<file path="src/rtl/lb_fcs_pkg.sv">
package lb_fcs_pkg;
   localparam int unsigned BYTE_W   = 8;
   localparam int unsigned CRC_BITS = 32;
   localparam logic [CRC_BITS-1:0] POLY_REFL   = 32'hEDB8_8320;
   localparam logic [CRC_BITS-1:0] CRC_SEED    = 32'hFFFF_FFFF;
   localparam logic [CRC_BITS-1:0] CRC_GOOD_RM = 32'hDEBB_20E3;

   typedef enum logic [0:0] {
      TXS_PASS = 1'b0,
      TXS_FCS  = 1'b1
   } tx_state_e;
endpackage

</file>
<file path="src/rtl/lb_fcs_crc.sv">
module lb_fcs_crc
   import lb_fcs_pkg::*;
#(
   parameter int unsigned CRC_W  = 32,
   parameter int unsigned DATA_W = 8
) (
   input  logic              clk,
   input  logic              rst_n,
   input  logic              upd,
   input  logic              fin,
   input  logic [DATA_W-1:0] din,
   output logic [CRC_W-1:0]  nxt
);
   logic [CRC_W-1:0] cur;
   logic [CRC_W-1:0] chain [DATA_W+1];

   assign chain[0] = cur;

   // one reflected shift step per input bit, least significant bit first
   for (genvar g = 0; g < DATA_W; g++) begin : g_step
      assign chain[g+1] = {1'b0, chain[g][CRC_W-1:1]}
                        ^ ((chain[g][0] ^ din[g]) ? POLY_REFL[CRC_W-1:0] : '0);
   end

   assign nxt = chain[DATA_W];

   always_ff @(posedge clk) begin
      if (!rst_n) begin
         cur <= CRC_SEED[CRC_W-1:0];
      end else if (upd) begin
         cur <= fin ? CRC_SEED[CRC_W-1:0] : nxt;
      end
   end
endmodule

</file>
<file path="src/rtl/lb_fcs_tx.sv">
module lb_fcs_tx
   import lb_fcs_pkg::*;
#(
   parameter int unsigned CRC_W  = 32,
   parameter int unsigned DATA_W = 8
) (
   input  logic              clk,
   input  logic              rst_n,
   input  logic              append_en,
   input  logic              in_valid,
   input  logic [DATA_W-1:0] in_data,
   input  logic              in_last,
   input  logic [CRC_W-1:0]  crc_nxt,
   output logic              crc_upd,
   output logic              crc_fin,
   output logic              out_valid,
   output logic [DATA_W-1:0] out_data,
   output logic              out_last
);
   localparam int unsigned NBYTES = CRC_W / DATA_W;
   localparam int unsigned IDX_W  = (NBYTES > 1) ? $clog2(NBYTES) : 1;
   localparam logic [IDX_W-1:0] IDX_END = IDX_W'(NBYTES - 1);

   tx_state_e         state;
   logic [IDX_W-1:0]  idx;
   logic [CRC_W-1:0]  fcs_q;
   logic [DATA_W-1:0] fcs_byte [NBYTES];

   for (genvar g = 0; g < NBYTES; g++) begin : g_fcs_lane
      assign fcs_byte[g] = fcs_q[g*DATA_W +: DATA_W];
   end

   assign crc_upd = in_valid && append_en && (state == TXS_PASS);
   assign crc_fin = in_last;

   always_ff @(posedge clk) begin
      if (!rst_n) begin
         state     <= TXS_PASS;
         idx       <= '0;
         fcs_q     <= '0;
         out_valid <= 1'b0;
         out_data  <= '0;
         out_last  <= 1'b0;
      end else begin
         case (state)
            TXS_PASS: begin
               out_valid <= in_valid;
               out_last  <= in_valid && in_last && !append_en;
               if (in_valid) begin
                  out_data <= in_data;
                  if (in_last && append_en) begin
                     fcs_q <= ~crc_nxt;
                     idx   <= '0;
                     state <= TXS_FCS;
                  end
               end
            end
            TXS_FCS: begin
               out_valid <= 1'b1;
               out_data  <= fcs_byte[idx];
               out_last  <= (idx == IDX_END);
               idx       <= idx + 1'b1;
               if (idx == IDX_END) begin
                  state <= TXS_PASS;
               end
            end
            default: state <= TXS_PASS;
         endcase
      end
   end
endmodule

</file>
<file path="src/rtl/lb_fcs_rx.sv">
module lb_fcs_rx
   import lb_fcs_pkg::*;
#(
   parameter int unsigned CRC_W  = 32,
   parameter int unsigned DATA_W = 8,
   parameter int unsigned CNT_W  = 16
) (
   input  logic              clk,
   input  logic              rst_n,
   input  logic              chk_en,
   input  logic              src_valid,
   input  logic [DATA_W-1:0] src_data,
   input  logic              src_last,
   input  logic [CRC_W-1:0]  crc_nxt,
   output logic              crc_upd,
   output logic              crc_fin,
   output logic              out_valid,
   output logic [DATA_W-1:0] out_data,
   output logic              out_last,
   output logic              stat_valid,
   output logic [CNT_W-1:0]  stat_cnt,
   output logic              stat_err
);
   logic [CNT_W-1:0] cnt;
   logic             pend;
   logic [CNT_W-1:0] pend_cnt;
   logic             pend_err;

   assign crc_upd = src_valid && chk_en;
   assign crc_fin = src_last;

   always_ff @(posedge clk) begin
      if (!rst_n) begin
         cnt        <= '0;
         pend       <= 1'b0;
         pend_cnt   <= '0;
         pend_err   <= 1'b0;
         out_valid  <= 1'b0;
         out_data   <= '0;
         out_last   <= 1'b0;
         stat_valid <= 1'b0;
         stat_cnt   <= '0;
         stat_err   <= 1'b0;
      end else begin
         out_valid  <= src_valid;
         out_last   <= src_valid && src_last;
         pend       <= src_valid && src_last;
         stat_valid <= pend;
         if (src_valid) begin
            out_data <= src_data;
            if (src_last) begin
               cnt      <= '0;
               pend_cnt <= cnt + 1'b1;
               pend_err <= chk_en && (crc_nxt != CRC_GOOD_RM[CRC_W-1:0]);
            end else begin
               cnt <= cnt + 1'b1;
            end
         end
         if (pend) begin
            stat_cnt <= pend_cnt;
            stat_err <= pend_err;
         end
      end
   end
endmodule

</file>
<file path="src/rtl/lb_fcs_unit.sv">
module lb_fcs_unit
   import lb_fcs_pkg::*;
#(
   parameter int unsigned CNT_W  = 16,
   parameter int unsigned CRC_W  = 32,
   parameter int unsigned DATA_W = 8
) (
   input  logic              clk,
   input  logic              rst_n,
   input  logic              lb_en,
   input  logic              rx_chk_en,
   input  logic              tx_in_valid,
   input  logic [DATA_W-1:0] tx_in_data,
   input  logic              tx_in_last,
   output logic              line_tx_valid,
   output logic [DATA_W-1:0] line_tx_data,
   output logic              line_tx_last,
   input  logic              line_rx_valid,
   input  logic [DATA_W-1:0] line_rx_data,
   input  logic              line_rx_last,
   output logic              rx_out_valid,
   output logic [DATA_W-1:0] rx_out_data,
   output logic              rx_out_last,
   output logic              rx_stat_valid,
   output logic [CNT_W-1:0]  rx_stat_count,
   output logic              rx_stat_fcs_err,
   output logic              rx_crc_owner
);
   if (CRC_W != CRC_BITS) begin : g_bad_crc_w
      $error("lb_fcs_unit: CRC_W must be 32");
   end
   if (DATA_W != BYTE_W) begin : g_bad_data_w
      $error("lb_fcs_unit: DATA_W must be 8");
   end
   if (CNT_W < 4) begin : g_bad_cnt_w
      $error("lb_fcs_unit: CNT_W too small");
   end

   logic              rx_own;
   logic              tx_upd, tx_fin, rx_upd, rx_fin;
   logic              eng_upd, eng_fin;
   logic [DATA_W-1:0] eng_din;
   logic [CRC_W-1:0]  eng_nxt;
   logic              txo_valid, txo_last;
   logic [DATA_W-1:0] txo_data;
   logic              src_valid, src_last;
   logic [DATA_W-1:0] src_data;

   assign rx_own       = lb_en && rx_chk_en;
   assign rx_crc_owner = rx_own;

   assign src_valid = lb_en ? txo_valid : line_rx_valid;
   assign src_data  = lb_en ? txo_data  : line_rx_data;
   assign src_last  = lb_en ? txo_last  : line_rx_last;

   assign eng_upd = rx_own ? rx_upd   : tx_upd;
   assign eng_fin = rx_own ? rx_fin   : tx_fin;
   assign eng_din = rx_own ? src_data : tx_in_data;

   lb_fcs_crc #(.CRC_W(CRC_W), .DATA_W(DATA_W)) u_crc (
      .clk  (clk),
      .rst_n(rst_n),
      .upd  (eng_upd),
      .fin  (eng_fin),
      .din  (eng_din),
      .nxt  (eng_nxt)
   );

   lb_fcs_tx #(.CRC_W(CRC_W), .DATA_W(DATA_W)) u_tx (
      .clk      (clk),
      .rst_n    (rst_n),
      .append_en(!rx_own),
      .in_valid (tx_in_valid),
      .in_data  (tx_in_data),
      .in_last  (tx_in_last),
      .crc_nxt  (eng_nxt),
      .crc_upd  (tx_upd),
      .crc_fin  (tx_fin),
      .out_valid(txo_valid),
      .out_data (txo_data),
      .out_last (txo_last)
   );

   lb_fcs_rx #(.CRC_W(CRC_W), .DATA_W(DATA_W), .CNT_W(CNT_W)) u_rx (
      .clk       (clk),
      .rst_n     (rst_n),
      .chk_en    (rx_own),
      .src_valid (src_valid),
      .src_data  (src_data),
      .src_last  (src_last),
      .crc_nxt   (eng_nxt),
      .crc_upd   (rx_upd),
      .crc_fin   (rx_fin),
      .out_valid (rx_out_valid),
      .out_data  (rx_out_data),
      .out_last  (rx_out_last),
      .stat_valid(rx_stat_valid),
      .stat_cnt  (rx_stat_count),
      .stat_err  (rx_stat_fcs_err)
   );

   always_ff @(posedge clk) begin
      if (!rst_n) begin
         line_tx_valid <= 1'b0;
         line_tx_data  <= '0;
         line_tx_last  <= 1'b0;
      end else begin
         line_tx_valid <= txo_valid && !lb_en;
         line_tx_last  <= txo_valid && txo_last && !lb_en;
         if (txo_valid) begin
            line_tx_data <= txo_data;
         end
      end
   end
endmodule

</file>
<file path="config.mk">
export PLATFORM = sky130hd
export DESIGN_NAME = lb_fcs_unit
export DESIGN_NICKNAME = d
export VERILOG_FILES = /design/src/rtl/lb_fcs_pkg.sv /design/src/rtl/lb_fcs_crc.sv /design/src/rtl/lb_fcs_tx.sv /design/src/rtl/lb_fcs_rx.sv /design/src/rtl/lb_fcs_unit.sv
export SDC_FILE = /design/constraint.sdc
export NUM_CORES = 1
export LEC_CHECK = 0
export BUFFER_PORTS_ARGS = -buffer_cell sky130_fd_sc_hd__buf_2
export CORE_UTILIZATION = 40
export DETAILED_ROUTE_END_ITERATION = 10
export PLACE_DENSITY = 0.65
export SKIP_LAST_GASP = 1
export SLEW_MARGIN = 20
export SYNTH_ARGS = -nofsm -noshare
export SYNTH_HDL_FRONTEND = slang
export SYNTH_SLANG_ARGS = --single-unit
</file>
<file path="constraint.sdc">
create_clock -name clk -period 3.9 [get_ports clk]
set_clock_uncertainty 0.2 [all_clocks]
set_input_delay 0.78 -clock clk [delete_from_list [all_inputs] [get_ports clk]]
set_output_delay 0.78 -clock clk [all_outputs]
set_load 0.05 [all_outputs]
</file>
Word level (Yosys, flattened, before mapping)
Index checks and enable logic that the tools add are counted.
{ "classes": {"addsub": 2, "n_bitwise": 19, "eq_ne": 4, "n_mux": 30, "n_reduce_logical": 17, "n_lt_le_gt_ge": 1} }
{ "op_table": {"columns": ["op", "n"], "rows": [
  ["two-way mux 32 bit", 9],
  ["XOR 31 x 32 -> 32 bit", 8],
  ["two-way mux 8 bit", 5],
  ["inequality test 32 bit, second input constant", 1],
  ["NOT 32 bit", 1],
  ["adder 16 x 1 -> 16 bit, second input constant", 1],
  ["binary-select mux 8 bit (select 2 bit)", 1],
  ["two-way mux 16 bit", 1],
  ["one-hot mux 8 bit (2 select lines)", 1],
  ["logical AND 1 bit", 12],
  ["XOR 1 bit", 8],
  ["two-way mux 1 bit", 7],
  ["one-hot mux 1 bit (2 select lines)", 3],
  ["two-way mux 2 bit", 2],
  ["inequality test 2 bit, second input constant", 2],
  ["one-hot mux 2 bit (2 select lines)", 1],
  ["AND reduction 2 bit", 2],
  ["greater-or-equal comparator 3 bit, second input constant", 1],
  ["NOT 2 -> 3 bit", 1],
  ["AND reduction 3 bit", 1],
  ["adder 2 x 1 -> 2 bit, second input constant", 1],
  ["== test 2 bit, second input constant", 1],
  ["logical NOT 1 bit", 2],
  ["NOT 1 bit", 1]
]} }
{ "word_totals": {"in_bits": 24, "register_bits": 148} }

Logic depth before layout (Yosys ltp)
{ "depth": {"ltp_word": 28, "depth_mapped": 13} }

Hierarchy
Synthesis repeated with hierarchy kept, for this count alone.
{ "unflattened": {"hier_cells": 728, "hier_area_um2": 7279.5} }
{ "by_module_without_submodules": {"columns": ["module", "seq_area_each_um2", "cells_each", "instances", "area_each_um2"], "rows": [
  ["lb_fcs_rx", 1221.2, 281, 1, 2617.5],
  ["lb_fcs_crc", 640.6, 207, 1, 2080.7],
  ["lb_fcs_tx", 900.9, 187, 1, 1944.4],
  ["lb_fcs_unit", 200.2, 53, 1, 636.9]
]} }

Worst setup path after synthesis
No wires, ideal clock.
{ "synth_timing": {"path_kind": "input port to flip-flop", "startpoint": "input lb_en", "endpoint": "register u_rx.pend_err", "arrival_time_ns": 2.878, "required_time_ns": 3.580, "path_buffers": 2, "setup_ns": 0.120, "path_stages": 10, "path_slack_ns": 0.702, "cell_sequence": "buf_6 buf_6 and3_1 o21ai_0 nand2_2 xnor3_1 a2111oi_2 o2111ai_1 and4bb_1 a21oi_1"} }
{ "synth_between": {"elab_chain_len": 16, "word_cells_on_any_way": 32, "cone_classes": "1 x eq/ne; 12 x mux; 16 x bitwise; 3 x reduce/logical"} }
{ "synth_lines": {"columns": ["element", "line_no", "rtl"], "rows": [
  ["start, declared", "lb_fcs_unit.sv:10", "input logic lb_en,"],
  ["two-way mux 8 bit / logical AND 1 bit (equally long branches)", "lb_fcs_unit.sv:53, lb_fcs_unit.sv:49", null],
  ["two-way mux 8 bit", "lb_fcs_unit.sv:58", "assign eng_din = rx_own ? src_data : tx_in_data;"],
  ["XOR 1 bit", "lb_fcs_crc.sv:22", "^ ((chain[g][0] ^ din[g]) ? POLY_REFL[CRC_W-1:0] : '0);"],
  ["two-way mux 32 bit", "lb_fcs_crc.sv:22", null],
  ["XOR 31 x 32 -> 32 bit (6 in series)", "lb_fcs_crc.sv:22", null],
  ["XOR 1 bit", "lb_fcs_crc.sv:22", null],
  ["two-way mux 32 bit", "lb_fcs_crc.sv:22", null],
  ["XOR 31 x 32 -> 32 bit (2 in series)", "lb_fcs_crc.sv:22", null],
  ["inequality test 32 bit", "lb_fcs_rx.sv:54", "pend_err <= chk_en && (crc_nxt != CRC_GOOD_RM[CRC_W-1:0]);"],
  ["logical AND 1 bit", "lb_fcs_rx.sv:54", null],
  ["end signal, assigned", "lb_fcs_rx.sv:54", null],
  ["end, declared", "lb_fcs_rx.sv:27", "logic pend_err;"]
]} }
Several ways; a longest one is shown, not always the timed one.
A chain may end at the register's enable or synchronous reset.

Worst setup path after layout
Ends and elaborated chain as after synthesis.

==> results.cfg <==
[run_status]
outcome = finished with violations
violations = design-rule violations

[finish]
antenna_cells = 0
fillers = 1714
fin_util = 0.472
nets = 844
drive_gt1_frac = 0.164
syn_to_final_growth_pct = 14.7

[synth]
yosysSeqAreaShare = 0.398
ys_types = 59
syn_nets = 802
async_flop_share = 0
synth_edf_count = 0
syn_inst = 775
ys.flop_type = dfxtp_1
ys_warn_count = 0
synth-seq-cells = 148
syn_avg_cell_area_um2 = 9.61
syn-cell-area_um2 = 7440

[sta]
setup_viol = 0
fin_crit_ns = 3.23
period_share = 0.829
hold_viol = 0
worst_slew_pin_slew_ns = 1.06
worst_slack_ns = 0.669
maxSlewHeadroom = 0.296
fmax_mhz = 309
rsz0062_at_grt = no
fin_setup_tns_ns = 0
drv_slew = 0

[cts]
clk_path_buf_depth = 2
post_cts_buffers = 0
cts_root_buffer = clkbuf_16
path_clk_slew_ns = 0.06
cts_made_buffers = 17
htree_levels = 4
cts_num_sinks = 148
cts_hold_buf = 0
clk_latency_ns = 0.42
ctsResizeCount = 0
cts_tree = done

[pwr]
ir_worst_vdd_uv = 372
clkPwrFrac = 0.352
seqPwrFrac = 0.362
swShare = 0.322
power.switching_mw = 1.54
power.leakage_nw = 3.84
p_per_area_nw_per_um2 = 561
p_comb_frac = 0.286
internal_power_mw = 3.24

[min_path]
min_path_type = reg2reg
min-delay-start = u_tx.fcs_q[11]

[setup_path]
critPathLaunch = lb_en
endpoint_kind = register
regToRegStartpoint = u_tx.out_data[0]
critical_path.max_fanout = 17
critPathLaunchType = primary input
worstSetupPathType = in2reg
crit_arrival_ns = 3.34
crit_required_ns = 4.01

[place]
dp_hpwl_mm = 12.6
numPortBuffers = 62
dp_slack_ns = 0.358
place_congestion = 0.876

[floorplanning]
ios = 63
die_area_um2 = 19200
coreArea_um2 = 18100
num_rows = 49
die_x_um = 138
die_h_um = 138
start_util = 0.412

[route]
detail_route.wl_per_cell_um = 17.4
drt-pass1-iter-count = 8
num_vias = 5771
post-route-drc-count = 11
antenna_left = 0
wl_mm = 18.4
drt_iter0_drc = 507
routed_via_density = 5.45

[global_route]
grt_pass1_wl_mm = 29.5
grt_usage = 0.197
grt_pass1_vias = 5434
grt-ovfl-total = 0
grt_max_degree = 68
antenna_found_initial = 2

[run]
maxCapViolCount = 0
==> power by group through the flow <==
stage	clock (mW)	sequential (mW)	combinational, mW
floorplan	0	1.77	1.01
global placement	0	1.76	1.34
detailed placement	0	1.76	1.34
CTS	1.71	1.73	1.36
global route	1.78	1.74	1.47
finish	1.68	1.73	1.37
==> sequential cells by signal, summed over array words and instances, names as in the netlist, 2 cells and up <==
register	flops
u_crc.cur	32
line_tx_data	8
u_tx.idx	2
u_rx.pend_cnt	16
u_rx.stat_cnt	16
u_tx.fcs_q	32
u_rx.out_data	8
u_tx.out_data	8
u_rx.cnt	16
==> kinds of logic (layout without fill, tap and decap cells) <==
group,count (synthesis),count (layout),synth area share
flip-flops,148,148,0.398
adder cells (fa/ha/maj),3,3,0.00504
AND/OR/NAND/NOR,277,277,0.189
buffers and inverters,59,114,0.0331
XOR/XNOR,68,68,0.128
multiplexers,54,54,0.0879
AO/OA/AOI/OAI,166,166,0.159
==> Yosys cell counts, drive strengths merged, types with 5 or more instances <==
| cell type | n | share of area |
|---|---|---|
| dfxtp | 148 | 0.40 |
| nand2 | 128 | 0.066 |
| clkbuf | 45 | 0.023 |
| mux2i | 45 | 0.062 |
| nor2b | 42 | 0.035 |
| o21ai | 41 | 0.028 |
| o211a | 39 | 0.052 |
| xnor2 | 38 | 0.052 |
| and2 | 34 | 0.029 |
| o22ai | 33 | 0.028 |
| nor2 | 18 | 0.0094 |
| a21oi | 15 | 0.010 |
| xnor3 | 14 | 0.043 |
| a21boi | 11 | 0.011 |
| and3 | 10 | 0.0091 |
| xor2 | 10 | 0.014 |
| nand3 | 9 | 0.0060 |
| nor3 | 9 | 0.0060 |
| buf | 8 | 0.0074 |
| mux4 | 8 | 0.024 |
| a22oi | 7 | 0.0071 |
| inv | 6 | 0.0030 |
| o21a | 6 | 0.0060 |
| or3 | 6 | 0.0064 |
| xor3 | 6 | 0.019 |
| nand3b | 5 | 0.0050 |
==> cells in the final DEF, fill, tap and decap left out, types with 3 or more instances in the layout <==
cell type | Yosys | routed
a211oi_1 | 3 | 3
a21boi_0 | 11 | 11
a21oi_1 | 15 | 15
a22oi_1 | 7 | 7
and2_1 | 34 | 34
and3_1 | 9 | 9
and4b_1 | 3 | 3
buf_2 | 2 | 61
buf_4 | 0 | 15
clkbuf_16 | 0 | 17
clkinvlp_4 | 0 | 3
dfxtp_1 | 148 | 148
ha_1 | 3 | 3
inv_1 | 6 | 6
inv_6 | 0 | 5
mux2i_1 | 44 | 44
mux4_2 | 8 | 8
nand2_1 | 126 | 126
nand2b_1 | 3 | 3
nand3_1 | 9 | 9
nand3b_1 | 5 | 5
nor2_1 | 17 | 16
nor2b_1 | 42 | 42
nor3_1 | 9 | 9
o211a_1 | 39 | 39
o211ai_1 | 3 | 3
o21a_1 | 6 | 6
o21ai_0 | 40 | 40
o22ai_1 | 33 | 33
or3_1 | 4 | 4
xnor2_1 | 34 | 34
xnor3_1 | 13 | 13
xor2_1 | 9 | 9
xor3_1 | 6 | 6
==> critical path, cell delays in order <==
cell      delay, ns
buf_2          0.28
a21boi_0       0.17
o21ai_0        0.35
and2_1         0.37
xnor3_1        0.52
xor3_1         0.28
nor3b_1        0.26
o2111a_1       0.26
a21oi_1        0.07
==> area by class of cell <==
class                           instances  area, µm²  area share
Inverter                                6       22.5     0.00264
Tap cell                              229        287      0.0336
Sequential cell                       148       2960       0.347
Multi-Input combinational cell        568       4240       0.497
Clock inverter                         14        166      0.0195
Timing Repair Buffer                   76        418      0.0490
Clock buffer                           18        439      0.0514
==> through the flow <==
stage	total power, mW	hold WS [ns]	cell area, µm²	cells
floorplan	2.77	0.240	7440	775
global placement	3.10	0.254	7930	1027
detailed placement	3.11	0.261	7930	1027
CTS	4.80	0.270	8540	1059
global route	4.99	0.301	8540	1059
finish	4.79	0.273	8540	1059
==> layer usage <==
metal / share of wire / GRT usage
met1: 0.47 / 0.266
met2: 0.45 / 0.310
met3: 0.061 / 0.0475
met4: 0.019 / 0.0603
met5: 0.00065 / 0
==> path summary, 6_finish.rpt <==
kind | cells after the start | slack [ns] | to
worst max-delay path | 9 | 0.67 | u_rx.pend_err
worst min-delay path | 2 | 0.27 | u_tx.fcs_q[11]
worst max register to register | 8 | 0.96 | u_rx.pend_err
worst min register to register | 2 | 0.27 | u_tx.fcs_q[11]
No activity file was read; power rests on OpenSTA's default activity.
